==> src/rtl/eth_rxf_pkg.sv <==
package eth_rxf_pkg;
  localparam int unsigned BYTE_W    = 8;
  localparam int unsigned CRC_W     = 32;
  localparam int unsigned MAC_BYTES = 6;
  localparam int unsigned HDR_BYTES = 14;

  localparam logic [BYTE_W-1:0] SFD_BYTE    = 8'hD5;
  localparam logic [15:0]       ET_ARP      = 16'h0806;
  localparam logic [15:0]       ET_IPV4     = 16'h0800;
  localparam logic [CRC_W-1:0]  CRC_POLY    = 32'h04C1_1DB7;
  localparam logic [CRC_W-1:0]  CRC_INIT    = 32'hFFFF_FFFF;
  localparam logic [CRC_W-1:0]  CRC_RESIDUE = 32'hC704_DD7B;

  typedef enum logic [1:0] {ST_IDLE, ST_PRE, ST_HDR, ST_BODY} rx_state_e;

  // Advance an MSB-first CRC register by one byte, bit 7 of d first.
  function automatic logic [CRC_W-1:0] crc_step_byte(input logic [CRC_W-1:0] c,
                                                     input logic [BYTE_W-1:0] d);
    logic [CRC_W-1:0] r;
    r = c;
    for (int i = BYTE_W - 1; i >= 0; i--) begin
      if (r[CRC_W-1] ^ d[i]) r = (r << 1) ^ CRC_POLY;
      else                   r = r << 1;
    end
    return r;
  endfunction
endpackage

==> src/rtl/eth_rxf_crc.sv <==
module eth_rxf_crc
  import eth_rxf_pkg::*;
(
  input  logic              clk,
  input  logic              rst,
  input  logic              restart,
  input  logic              byte_en,
  input  logic [BYTE_W-1:0] din,
  output logic [CRC_W-1:0]  crc_nxt
);
  logic [BYTE_W-1:0] din_rev;
  logic [CRC_W-1:0]  crc_q;

  for (genvar b = 0; b < BYTE_W; b++) begin : g_rev
    assign din_rev[b] = din[BYTE_W-1-b];
  end

  always_comb crc_nxt = crc_step_byte(crc_q, din_rev);

  always_ff @(posedge clk) begin
    if (rst)          crc_q <= CRC_INIT;
    else if (restart) crc_q <= CRC_INIT;
    else if (byte_en) crc_q <= crc_nxt;
  end


  crc_restart_chk: assert property (@(posedge clk) disable iff (rst)
    restart |=> (crc_q == CRC_INIT));
endmodule

==> src/rtl/eth_rxf_parser.sv <==
module eth_rxf_parser
  import eth_rxf_pkg::*;
#(
  parameter logic [8*MAC_BYTES-1:0] STATION_MAC = 48'h02_00_00_AB_CD_EF
)(
  input  logic              clk,
  input  logic              rst,
  input  logic              in_valid,
  input  logic [BYTE_W-1:0] in_byte,
  input  logic              in_sof,
  input  logic              in_eof,
  output logic              crc_restart,
  output logic              crc_feed,
  output logic              body_byte,
  output logic              frame_end,
  output logic              end_in_body,
  output logic              hdr_ok,
  output logic              is_ipv4
);
  localparam int unsigned CNT_W = $clog2(HDR_BYTES + 1);
  localparam logic [CNT_W-1:0] CNT_MAC  = CNT_W'(MAC_BYTES);
  localparam logic [CNT_W-1:0] CNT_ETH  = CNT_W'(HDR_BYTES - 2);
  localparam logic [CNT_W-1:0] CNT_ETL  = CNT_W'(HDR_BYTES - 1);
  localparam logic [CNT_W-1:0] CNT_BODY = CNT_W'(HDR_BYTES);

  rx_state_e         st, st_eff;
  logic [CNT_W-1:0]  cnt;
  logic              mac_ok, type_known, type_ip;
  logic [BYTE_W-1:0] type_hi, exp_mac;
  logic [15:0]       ethertype;

  assign st_eff    = (in_valid && in_sof) ? ST_PRE : st;
  assign ethertype = {type_hi, in_byte};

  always_comb begin
    exp_mac = '0;
    for (int k = 0; k < MAC_BYTES; k++)
      if (cnt == CNT_W'(k)) exp_mac = STATION_MAC[8*(MAC_BYTES-1-k) +: 8];
  end

  assign crc_restart = in_valid && (st_eff == ST_PRE) && (in_byte == SFD_BYTE);
  assign crc_feed    = in_valid && ((st_eff == ST_HDR) || (st_eff == ST_BODY));
  assign body_byte   = in_valid && (st_eff == ST_BODY);
  assign frame_end   = crc_feed && in_eof;
  assign end_in_body = body_byte && in_eof;
  assign hdr_ok      = mac_ok && type_known;
  assign is_ipv4     = type_ip;

  always_ff @(posedge clk) begin
    if (rst) begin
      st         <= ST_IDLE;
      cnt        <= '0;
      mac_ok     <= 1'b0;
      type_known <= 1'b0;
      type_ip    <= 1'b0;
      type_hi    <= '0;
    end else if (in_valid) begin
      case (st_eff)
        ST_PRE: begin
          if (in_eof) st <= ST_IDLE;
          else if (in_byte == SFD_BYTE) begin
            st         <= ST_HDR;
            cnt        <= '0;
            mac_ok     <= 1'b1;
            type_known <= 1'b0;
            type_ip    <= 1'b0;
          end else st <= ST_PRE;
        end
        ST_HDR: begin
          if ((cnt < CNT_MAC) && (in_byte != exp_mac)) mac_ok <= 1'b0;
          if (cnt == CNT_ETH) type_hi <= in_byte;
          if (cnt == CNT_ETL) begin
            type_known <= (ethertype == ET_ARP) || (ethertype == ET_IPV4);
            type_ip    <= (ethertype == ET_IPV4);
          end
          cnt <= cnt + 1'b1;
          if (in_eof)               st <= ST_IDLE;
          else if (cnt == CNT_ETL)  st <= ST_BODY;
        end
        ST_BODY: if (in_eof) st <= ST_IDLE;
        default: ;
      endcase
    end
  end


  body_offset_chk: assert property (@(posedge clk) disable iff (rst)
    (st == ST_BODY) |-> (cnt == CNT_BODY));
endmodule

==> src/rtl/eth_rx_filter.sv <==
module eth_rx_filter
  import eth_rxf_pkg::*;
#(
  parameter logic [8*MAC_BYTES-1:0] STATION_MAC = 48'h02_00_00_AB_CD_EF
)(
  input  logic              clk,
  input  logic              rst,
  input  logic              rx_valid,
  input  logic [BYTE_W-1:0] rx_data,
  input  logic              rx_sof,
  input  logic              rx_eof,
  output logic              frm_new,
  output logic              frm_is_ipv4,
  output logic              frm_crc_err,
  output logic              pl_valid,
  output logic [BYTE_W-1:0] pl_data
);
  logic             crc_restart, crc_feed, body_byte, frame_end, end_in_body;
  logic             hdr_ok, is_ipv4, crc_good, accept;
  logic [CRC_W-1:0] crc_nxt;

  eth_rxf_parser #(.STATION_MAC(STATION_MAC)) u_parser (
    .clk(clk), .rst(rst), .in_valid(rx_valid), .in_byte(rx_data),
    .in_sof(rx_sof), .in_eof(rx_eof), .crc_restart(crc_restart),
    .crc_feed(crc_feed), .body_byte(body_byte), .frame_end(frame_end),
    .end_in_body(end_in_body), .hdr_ok(hdr_ok), .is_ipv4(is_ipv4)
  );

  eth_rxf_crc u_crc (
    .clk(clk), .rst(rst), .restart(crc_restart), .byte_en(crc_feed),
    .din(rx_data), .crc_nxt(crc_nxt)
  );

  assign crc_good = (crc_nxt == CRC_RESIDUE);
  assign accept   = end_in_body && hdr_ok && crc_good;

  always_ff @(posedge clk) begin
    if (rst) begin
      frm_new     <= 1'b0;
      frm_is_ipv4 <= 1'b0;
      frm_crc_err <= 1'b0;
      pl_valid    <= 1'b0;
      pl_data     <= '0;
    end else begin
      frm_new     <= accept;
      frm_crc_err <= frame_end && !crc_good;
      pl_valid    <= body_byte && hdr_ok;
      if (accept)             frm_is_ipv4 <= is_ipv4;
      if (body_byte && hdr_ok) pl_data    <= rx_data;
    end
  end


  new_err_excl_chk: assert property (@(posedge clk) disable iff (rst)
    !(frm_new && frm_crc_err));

  new_pulse_chk: assert property (@(posedge clk) disable iff (rst)
    frm_new |=> !frm_new);

  new_after_eof_chk: assert property (@(posedge clk) disable iff (rst)
    frm_new |-> $past(rx_valid && rx_eof));

  pl_after_valid_chk: assert property (@(posedge clk) disable iff (rst)
    pl_valid |-> $past(rx_valid));
endmodule

==> config.mk <==
export PLATFORM = sky130hd
export DESIGN_NAME = eth_rx_filter
export DESIGN_NICKNAME = d
export VERILOG_FILES = /design/src/rtl/eth_rxf_pkg.sv /design/src/rtl/eth_rxf_crc.sv /design/src/rtl/eth_rxf_parser.sv /design/src/rtl/eth_rx_filter.sv
export SDC_FILE = /design/constraint.sdc
export NUM_CORES = 1
export LEC_CHECK = 0
export BUFFER_PORTS_ARGS = -buffer_cell sky130_fd_sc_hd__buf_2
export CORE_ASPECT_RATIO = 0.5
export CORE_UTILIZATION = 40
export DETAILED_ROUTE_END_ITERATION = 12
export PLACE_DENSITY = 0.56
export SLEW_MARGIN = 40
export SYNTH_ARGS = -nofsm -noshare
export SYNTH_HDL_FRONTEND = slang
export SYNTH_SLANG_ARGS = --single-unit
==> constraint.sdc <==
create_clock -name clk -period 4.1 [get_ports clk]
set_clock_uncertainty 0.15 [all_clocks]
set_input_delay 0.205 -clock clk [delete_from_list [all_inputs] [get_ports clk]]
set_output_delay 0.205 -clock clk [all_outputs]
set_load 0.02 [all_outputs]
==> metrics.md, run 1 <==
| Metric | Value |
|---|---|
| Status | completed |
| Unrepaired setup endpoints after global routing | no |
| Mapped cell area | 3920 µm² |
| Highest Clock Rate | 311 MHz |
| Max Cap Viol | 0 |
| CP required | 4.18 ns |
| Crit Path Max Fanout | 10 |
| Clk slew on worst S/H paths | 0.06 ns |
| Fin crit share | 78.5% |
| # port buffers | 24 |
| Cell variety after synth | 53 |
| Syn Inst Count | 410 |
| Initial drt markers | 195 |
| Vias in the first global route | 2,728 |
| WP buf/inv | 0 |
| Final setup vio count | 0 |
| Leakage Power | 1.88 nW |
| Critical path's slowest cell | or4_1 |
| CTS tree | yes |
| Synth warn | 0 |
| Num ports | 25 |
| Post-Layout Cell Count | 564 |
| Share of cells above drive strength 1 | 15.4% |
| CTS Buf Count | 9 |
| Hold-critical path depth | 3 |
| Arrival time of the worst setup path | 3.30 ns |
| CP startpoint kind | flip-flop |
| Dominant cells by area after synthesis | dfxtp_1, xnor2_1, o211ai_1 |
| Met3 GRT Util | 3.96% |
| Hold path start | rx_data[7] |
| Die ar. | 10,200 µm² |
| Count of final max-slew check failures | 0 |
| Core Rows | 25 |
| Final worst path period need | 3.22 ns |
| Starting Density | 41.4% |
| Initial DRT Pass Iterations | 4 |
| Avg Inst Size Synth | 9.56 µm² |
| Die height | 72.0 µm |
| Cell family with most CP delay | simple AND/OR/NAND/NOR gates |
| Hold Violations, Final | 0 |
| Crit-path max cell delay | 0.61 ns |
| GPL Wtd Cong | 0.803 |
| Maximum VDD drop | 0.000177 V |
| Die W | 142 µm |
| Average routed wire per standard cell | 16.0 µm |
| Hold/Removal Path Class | in -> reg |
| Most common cell in the netlist | nand2_1 |
| Setup_tns | 0 ns |
| Ant diodes | 0 |
| Cell Pwr Density | 389 nW/µm² |
| Synthesized Nets | 428 |
| WS Path Type | reg -> reg |
| Worst slew margin | 51.1% |
| Worst-skew pair later-pin latency | 0.34 ns |
| Nets | 442 |
| Synth area leader | dfxtp_1 |
| Via count | 2,890 |
| Antenna violation net count after detailed routing | 0 |
| Pin count of the biggest net entering global routing | 65 |
| Post-synth EDFFs | 0 |
| Commonest cells post-synth | nand2_1, dfxtp_1, xnor2_1 |
| Post_cts resized | 0 |
| Area Growth Syn to Fin | 14.5% |
| Via density | 5.12 |
| RR Startpoint | u_crc.crc_q[30]$_SDFFE_PP1P_ |
| Sink Count | 61 |
| H-tree depth | 3 |
| CTS root buffer | clkbuf_16 |
| Clock Tree Buf Depth | 2 |
| First-pass GRT wire length | 14,700 µm |
| DP HPWL | 6410 µm |
| Tot GR Track Use | 19.1% |
| Hold EP | pl_data[7]$_SDFFE_PP0P_ |
| Flops & latches, synth | 61 |
| DRC viols | 0 |
| Routing usage on met1 | 25.7% |
| Register area share after synthesis | 31.1% |
| GRT met2 Usage | 30.9% |
| Synth top area share | 31.1% |
| CORE AREA | 9480 µm² |
| Top_reg_cell synth | dfxtp_1 |
| Post-CTS Setup Bufs | 0 |
| Initial antenna violation count | 0 |
| FF-to-FF End | frm_crc_err$_SDFF_PP0_ |
| Cts hold-fix bufs | 0 |
| FF-to-FF setup slack | 0.88 ns |
| Global route total overflow | 0 |
| Dpl cells | 548 |
| Setup crit end kind | flip-flop |
| FFs w/ async S/R, synth | 0% |
| Worst-margin pin slew | 0.731 ns |
| Final Util | 47.4% |
| Drt total wl | 9010 µm |
| FF-to-FF path depth | 7 |
| CP Cell Sequence | xnor2_4 -> xnor3_1 -> or3_1 -> mux2i_1 -> o2111ai_1 -> or4_1 -> and4b_1 |
| Most Crowded Layer GR | met2 |
[registers in the layout, indices dropped and copies added (netlist names)]
register,cells
frm_crc_err,1
frm_is_ipv4,1
frm_new,1
pl_data,8
pl_valid,1
u_crc.crc_q,32
u_parser.cnt,4
u_parser.is_ipv4,1
u_parser.mac_ok,1
u_parser.st,2
u_parser.type_hi,8
u_parser.type_known,1
[worst register-to-register path: stages, from the launching register on]
cell	delay (ns)
dfxtp_1	0.35
xnor2_4	0.51
xnor3_1	0.51
or3_1	0.33
mux2i_1	0.26
o2111ai_1	0.17
or4_1	0.61
and4b_1	0.22
[power breakdown]
part | switching [W] | total, W | leakage, nW | internal, W
Combinational | 0.000150 | 0.000267 | 1.22 | 0.000117
Sequential | 0.000000701 | 0.000594 | 0.493 | 0.000594
Clock | 0.000290 | 0.000886 | 0.166 | 0.000596
[cells by family (layout without fill, tap and decap cells)]
logic type	count (synthesis)	in the layout	share of synthesized area, %
AO/OA/AOI/OAI	66	66	12.0
XOR/XNOR	78	78	27.8
adder cells (fa/ha/maj)	5	5	1.60
buffers and inverters	32	51	3.45
flip-flops	61	61	31.1
multiplexers	20	20	5.11
AND/OR/NAND/NOR	148	148	18.9
[area by class of cell]
type	instances	area (µm²)
multi-input cells	317	2580
fillers	878	4990
inverters	8	30.0
clock inverters	7	124
well taps	135	169
repair buffers	27	143
clock buffers	9	225
flip-flops and latches	61	1220
[metal layers]
metal | part of all wire [%] | up-vias
met5 | 0 | -
met4 | 1.4 | 0
met3 | 3.8 | 12
met2 | 45 | 65
met1 | 50 | 1348
li1 | - | 1465
[metrics by stage]
step                hold slack [ns]  setup slack [ns]  area [µm²]  power [W]
global placement              0.289             0.753        4130   0.000874
finish                       0.0749             0.880        4490    0.00175
floorplan                     0.191              1.30        3920   0.000816
global route                 0.0845             0.659        4490    0.00181
CTS                          0.0614             0.852        4490    0.00176
detailed placement            0.294             0.844        4140   0.000872
[how the worst max path moves through the flow]
stage,startpoint,to,slack (ns),cells after the start
after floorplan,u_crc.crc_q[31]$_SDFFE_PP1P_,frm_crc_err$_SDFF_PP0_,1.30,7
after global placement,rx_data[2],frm_crc_err$_SDFF_PP0_,0.75,8
after CTS,u_crc.crc_q[30]$_SDFFE_PP1P_,frm_new$_SDFF_PP0_,0.85,7
after detailed placement,rx_data[1],frm_new$_SDFF_PP0_,0.84,8
final,u_crc.crc_q[30]$_SDFFE_PP1P_,frm_crc_err$_SDFF_PP0_,0.88,7
after global routing,u_crc.crc_q[30]$_SDFFE_PP1P_,frm_new$_SDFF_PP0_,0.66,8
[layout by cell type (no fill, tap or decap), types with 3 or more instances in the layout]
| cell type | n |
|---|---|
| buf_2 | 24 |
| and3_1 | 3 |
| nor2_1 | 21 |
| xnor2_4 | 6 |
| nor4_1 | 7 |
| o21ai_0 | 5 |
| nand2b_1 | 4 |
| buf_4 | 3 |
| nor3b_1 | 3 |
| clkinv_4 | 3 |
| xnor3_1 | 10 |
| nor2b_1 | 3 |
| nand3_1 | 8 |
| xor3_1 | 5 |
| or2_2 | 3 |
| clkbuf_16 | 9 |
| inv_1 | 8 |
| mux2i_1 | 20 |
| nor3_1 | 9 |
| xor2_1 | 13 |
| ha_1 | 5 |
| bufinv_16 | 3 |
| nand2_1 | 63 |
| or3_1 | 4 |
| dfxtp_1 | 61 |
| a21oi_1 | 15 |
| and4_1 | 3 |
| xnor2_1 | 37 |
| nand4_1 | 4 |
| xnor2_2 | 3 |
| xor2_4 | 3 |
| o211ai_1 | 33 |
(Power assumes the default switching activity.)
==> run 2, diff against run 1 <==
Settings changed: ABC_AREA set to 1, PLACE_DENSITY 0.56 to 0.58.
Clock period 4.1 ns to 2.8 ns, I/O delays scaled along.
==> run 2 against run 1 <==
  * Synthesized cell count grew 70%
  * Hold slack got worse by 0.057 ns
  * Final area rose by 4.7%
  * Sequential power is 56% higher
  * Routed wire length rose by 35%
  * Combinational power rose to 2.6 times the previous value
==> metrics.md, run 2 <==
| Metric | Value |
|---|---|
| Power consumption | 0.00284 W |
| Crit-path most repeated cell | nand2_1 |
| RR Startpoint | u_crc.crc_q[30]$_SDFFE_PP1P_ |
| FFs w/ async S/R, synth | 0% |
| Antenna violation net count after detailed routing | 0 |
| Dominant cells by area after synthesis | dfxtp_1, nand2_1, nand3_1 |
| Count of final max-slew check failures | 0 |
| Global route total overflow | 0 |
| Arrival time of the worst setup path | 2.57 ns |
| Num ports | 25 |
| Syn Inst Count | 696 |
| Most common cell after layout, fill and taps aside | nand2_1 |
| DP HPWL | 8860 µm |
| Cell variety after synth | 31 |
| Cell Pwr Density | 605 nW/µm² |
| Worst-margin pin slew | 0.626 ns |
| Fin crit share | 89.3% |
| Cell family with most CP delay | simple AND/OR/NAND/NOR gates |
| CORE AREA | 9700 µm² |
| Hold/Removal Path Class | in -> reg |
| Crit Path Max Fanout | 8 |
| Drt total wl | 12,200 µm |
| Pin count of the biggest net entering global routing | 39 |
| Minimum hold slack | 0.0182 ns |
| Status | completed |
| CP required | 2.87 ns |
| DRC viols | 0 |
| Sink Count | 61 |
| Max Cap Viol | 0 |
| Top_reg_cell synth | dfxtp_1 |
| Unrepaired setup endpoints after global routing | no |
| Beginning of the critical path | rx_data[3] |
| CTS Buf Count | 9 |
| Flops & latches, synth | 61 |
| Biggest register | u_crc.crc_q |
| Setup crit end kind | flip-flop |
| Worst slew margin | 58.2% |
| H-tree depth | 3 |
| Hold Violations, Final | 0 |
| Area after DPL | 4350 µm² |
| Via count | 4,379 |
| WS Path Type | in -> reg |
| Final setup vio count | 0 |
| Critical path's slowest cell | dlygate4sd3_1 |
| Hold path start | rx_data[6] |
| Maximum VDD drop | 0.000311 V |
| Die W | 145 µm |
| Initial antenna violation count | 0 |
| Tot GR Track Use | 24.0% |
| Most frequent cells in the layout | nand2_1, dfxtp_1, inv_1 |
| Synth warn | 0 |
| CTS tree | yes |
| Share of cells above drive strength 1 | 11.8% |
| Top flop regs | u_crc.crc_q: 32 flops, pl_data: 8 flops, u_parser.type_hi: 8 flops |
| Leakage Power | 2.57 nW |
| Max reg flops | 32 |
| Nets | 739 |
| Synth top area share | 29.7% |
| First-pass GRT wire length | 19,800 µm |
| Setup_tns | 0 ns |
| Post_cts resized | 0 |
| Finished Cell Area | 4700 µm² |
| Synthesized Nets | 714 |
| Starting Density | 42.3% |
| Most common cell in the netlist | nand2_1 |
| FF-to-FF setup slack | 0.33 ns |
| Crit-path max cell delay | 0.51 ns |
| CP Cell Sequence | dlygate4sd3_1 -> buf_2 -> inv_2 -> nand2_1 -> nand2_1 -> nand2_1 -> nand2_2 -> nand2_1 -> nand3_1 -> nand2_1 -> nand3_1 -> nor2_1 -> nand2_1 -> nor2_2 -> nand3_1 -> nor2_1 -> a21oi_1 |
| WP buf/inv | 3 |
| Register area share after synthesis | 29.7% |
| Highest Clock Rate | 400 MHz |
| CTS root buffer | clkbuf_16 |
| Ant diodes | 0 |
| Core Rows | 25 |
| Avg Inst Size Synth | 5.90 µm² |
| Vias in the first global route | 3,783 |
| Clock Tree Buf Depth | 2 |
| GPL Wtd Cong | 0.903 |
| Die ar. | 10,700 µm² |
| CP startpoint kind | input port |
| Via density | 5.09 |
| Synth area leader | dfxtp_1 |
| Clk slew on worst S/H paths | 0.06 ns |
| Area Growth Syn to Fin | 14.5% |
| Worst-skew pair later-pin latency | 0.34 ns |
| Post-synth EDFFs | 0 |
| # port buffers | 24 |
| Commonest cells post-synth | nand2_1, dfxtp_1, inv_1 |
| Die height | 73.6 µm |
| Initial DRT Pass Iterations | 5 |
| Average routed wire per standard cell | 14.2 µm |
| Mapped cell area | 4110 µm² |
| Final worst path period need | 2.50 ns |
| Initial drt markers | 333 |
run 2: tightest hold or removal path, stage by stage:
cell and delay, ns:
buf_2 0.14, inv_2 0.11, a21oi_1 0.07
run 2: final cells by class:
type | count | area, µm²
Clock buffer | 9 | 225
Inverter | 69 | 259
Sequential cell | 61 | 1220
Fill cell | 1022 | 5000
Timing Repair Buffer | 35 | 210
Clock inverter | 7 | 97.6
Multi-Input combinational cell | 545 | 2520
Tap cell | 135 | 169
run 2: cells by family after synthesis:
family / synth area share, %
AOI/OAI and AO/OA: 12.9
xor gates and xnor gates: 1.07
adders and majority gates: 1.52
buffers and inverters: 9.23
DFF: 29.7
and+or+nand+nor: 45.5
run 2: what timing repair did:
item | in CTS | in global routing
hold buffers | 3 | 0
setup endpoints to repair | 0 | 0
buffers inserted | 0 | 0
endpoints found under the hold margin | 8 | 0
run 2: report_power, final:
part           switching (W)  internal (W)  total, W  leakage [nW]
Sequential         0.0000258      0.000902  0.000928         0.495
Combinational       0.000486      0.000201  0.000688          1.92
Clock               0.000445      0.000784   0.00123         0.152
run 2: final timing paths:
check,to,cells after the start
setup / recovery,frm_is_ipv4$_SDFFE_PP0P_,17
hold / removal,pl_data[6]$_SDFFE_PP0P_,3
setup reg to reg,frm_is_ipv4$_SDFFE_PP0P_,16
hold reg to reg,u_parser.is_ipv4$_SDFFE_PP0P_,2
run 2: per-layer routing:
metal  GRT usage [%]  wire length, µm  vias to the layer above
li1                -                -                     2280
met1            33.1             6060                     1976
met2            39.4             5310                      115
met3            4.66              735                        8
met4            4.56               84                        0
met5               0                0                        -
run 2: stage by stage:
| step | worst slack [ns] | cells | utilization (%) |
|---|---|---|---|
| 6_report | 0.301 | 861 | 48.5 |
| 3_5_place_dp | 0.357 | 842 | 44.8 |
| 4_1_cts | 0.315 | 861 | 48.5 |
| 2_1_floorplan | 0.801 | 696 | - |
| 3_3_place_gp | 0.361 | 842 | 44.8 |
| 5_1_grt | 0.0401 | 861 | 48.5 |
==> run 3, diff against run 2 <==
Settings changed: GPL_ROUTABILITY_DRIVEN set to 0, SETUP_SLACK_MARGIN set to 0.5.
==> run 3 against run 2 <==
  * Register-to-register slack improved by 0.19 ns
  * Critical path type is now reg -> reg
  * Critical path depth did not move
  * First-iteration DRC count fell by 2.1%
  * Worst setup slack improved by 0.22 ns
  * Power rose by 3.2%
  * Highest routed layer unchanged
  * Via count rose by 2.8%
  * Sequential power barely moved
  * Routed wire length rose by 4.5%
  * Clock power barely moved
  * Sequential share of layout area fell by 1.2 points
  * Fmax rose by 9.7%
==> metrics.md, run 3 (synthesized netlist as in run 2, its figures left out) <==
| Metric | Value |
|---|---|
| Ant diodes | 0 |
| Power consumption | 0.00294 W |
| Internal Dissipation | 0.00193 W |
| Worst-margin pin slew | 0.648 ns |
| Via density | 5.15 |
| CP startpoint kind | flip-flop |
| Tot GR Track Use | 24.0% |
| Initial antenna violation count | 0 |
| Setup_tns | 0 ns |
| Final setup vio count | 0 |
| Top flop regs | u_crc.crc_q: 32 flops, pl_data: 8 flops, u_parser.type_hi: 8 flops |
| Sequential fraction of design power | 31.7% |
| Switching power | 0.00100 W |
| Vias in the first global route | 3,791 |
| Max reg flops | 32 |
| Unrepaired setup endpoints after global routing | yes |
| Clock share of power | 42.1% |
| Nets | 752 |
| Final worst path period need | 2.28 ns |
| First-pass GRT wire length | 19,800 µm |
| Area Growth Syn to Fin | 20.9% |
| Fin crit share | 81.4% |
| CTS tree | yes |
| Die ar. | 10,700 µm² |
| Dpl cells | 842 |
| Via count | 4,502 |
| Core Rows | 25 |
| Share of cells above drive strength 1 | 17.1% |
| CORE AREA | 9700 µm² |
| Starting Density | 42.3% |
| Finished Cell Area | 4960 µm² |
| Setup crit end kind | flip-flop |
| Highest Clock Rate | 439 MHz |
| H-tree depth | 3 |
| Biggest register | u_crc.crc_q |
| Most common cell after layout, fill and taps aside | nand2_1 |
| Cell Pwr Density | 591 nW/µm² |
| Most frequent cells in the layout | nand2_1, inv_1, dfxtp_1 |
| Worst slew margin | 56.7% |
| Hold/Removal Path Class | in -> reg |
| Hold Violations, Final | 0 |
| Status | completed |
| Crit Path Max Fanout | 11 |
| Maximum VDD drop | 0.000318 V |
| DP HPWL | 8860 µm |
| Initial DRT Pass Iterations | 6 |
| Drt total wl | 12,700 µm |
| Clk slew on worst S/H paths | 0.06 ns |
| Sw Share | 34.2% |
| Clock Tree Buf Depth | 2 |
| Count of final max-slew check failures | 0 |
| Area after DPL | 4350 µm² |
| Leakage Power | 2.67 nW |
| Sink Count | 61 |
| WS Path Type | reg -> reg |
| Die W | 145 µm |
| # port buffers | 24 |
| Die height | 73.6 µm |
| CTS Buf Count | 9 |
| Global route total overflow | 0 |
| Max Cap Viol | 0 |
| Initial drt markers | 326 |
| Worst-skew pair later-pin latency | 0.34 ns |
| Arrival time of the worst setup path | 2.36 ns |
| Pin count of the biggest net entering global routing | 39 |
| Post-Layout Cell Count | 874 |
| Antenna violation net count after detailed routing | 0 |
| DRC viols | 0 |
| Average routed wire per standard cell | 14.6 µm |
| Num ports | 25 |
| CTS root buffer | clkbuf_16 |
| CP required | 2.88 ns |
| Fillers | 1,004 |
| Power share of the combinational group | 26.2% |
## run 3: critical path, stage by stage (launching register included)
cell,delay [ns]
dfxtp_2,0.34
inv_1,0.11
nand2_2,0.11
nand2_4,0.13
buf_4,0.13
nand2_4,0.06
nand2_8,0.10
nand2_1,0.07
nand2_2,0.12
nand2_1,0.06
nand2_1,0.09
nand2_1,0.10
nor2_2,0.13
nand2_2,0.09
nor2_4,0.16
nand3_1,0.08
nor2_1,0.10
a21oi_1,0.04
## run 3: per-layer routing
metal  routed length, µm  GRT usage [%]  vias to the layer above
met5                   0              0                        -
met4                 121           4.56                        0
met3                 820           4.66                       12
met2                5510           39.5                      135
met1                6290           33.1                     2045
li1                    -              -                     2310
## run 3: final cells by class
type | count | area [µm²] | share of cell area, %
repair buffers | 46 | 313 | 6.30
flip-flops and latches | 61 | 1230 | 24.7
multi-input cells | 547 | 2670 | 53.8
clock inverters | 7 | 97.6 | 1.97
well taps | 135 | 169 | 3.40
clock buffers | 9 | 225 | 4.54
inverters | 69 | 259 | 5.22
## run 3: metrics by stage
stage,util [%],setup slack [ns],hold slack (ns)
floorplan,-,0.801,0.0591
global placement,44.8,0.361,0.271
detailed placement,44.8,0.357,0.279
CTS,48.7,0.501,0.000497
global route,51.2,0.388,0.0266
finish,51.2,0.521,0.00688
## run 3: worst paths after layout
kind	to	slack, ns	startpoint	depth (start not counted)
hold / removal	u_parser.type_hi[3]$_SDFFE_PP0P_	0.007	rx_data[3]	3
hold reg to reg	u_parser.is_ipv4$_SDFFE_PP0P_	0.31	u_parser.is_ipv4$_SDFFE_PP0P_	2
setup / recovery	frm_is_ipv4$_SDFFE_PP0P_	0.52	u_crc.crc_q[30]$_SDFFE_PP1P_	17
setup reg to reg	frm_is_ipv4$_SDFFE_PP0P_	0.52	u_crc.crc_q[30]$_SDFFE_PP1P_	17
## run 3: repair_timing
action	CTS	global route
gates cloned	0	2
endpoints found under the setup margin	3	4
hold buffers	3	0
setup buffers	0	11
hold endpoints to repair	8	0
pin swaps	0	6
gates resized for setup	7	39
## run 3: power groups by stage
stage,combinational (W),sequential (W),clock [W]
detailed placement,0.000672,0.000946,0
global route,0.000848,0.000934,0.00129
global placement,0.000673,0.000946,0
finish,0.000770,0.000929,0.00124
floorplan,0.000501,0.000940,0
CTS,0.000686,0.000927,0.00124
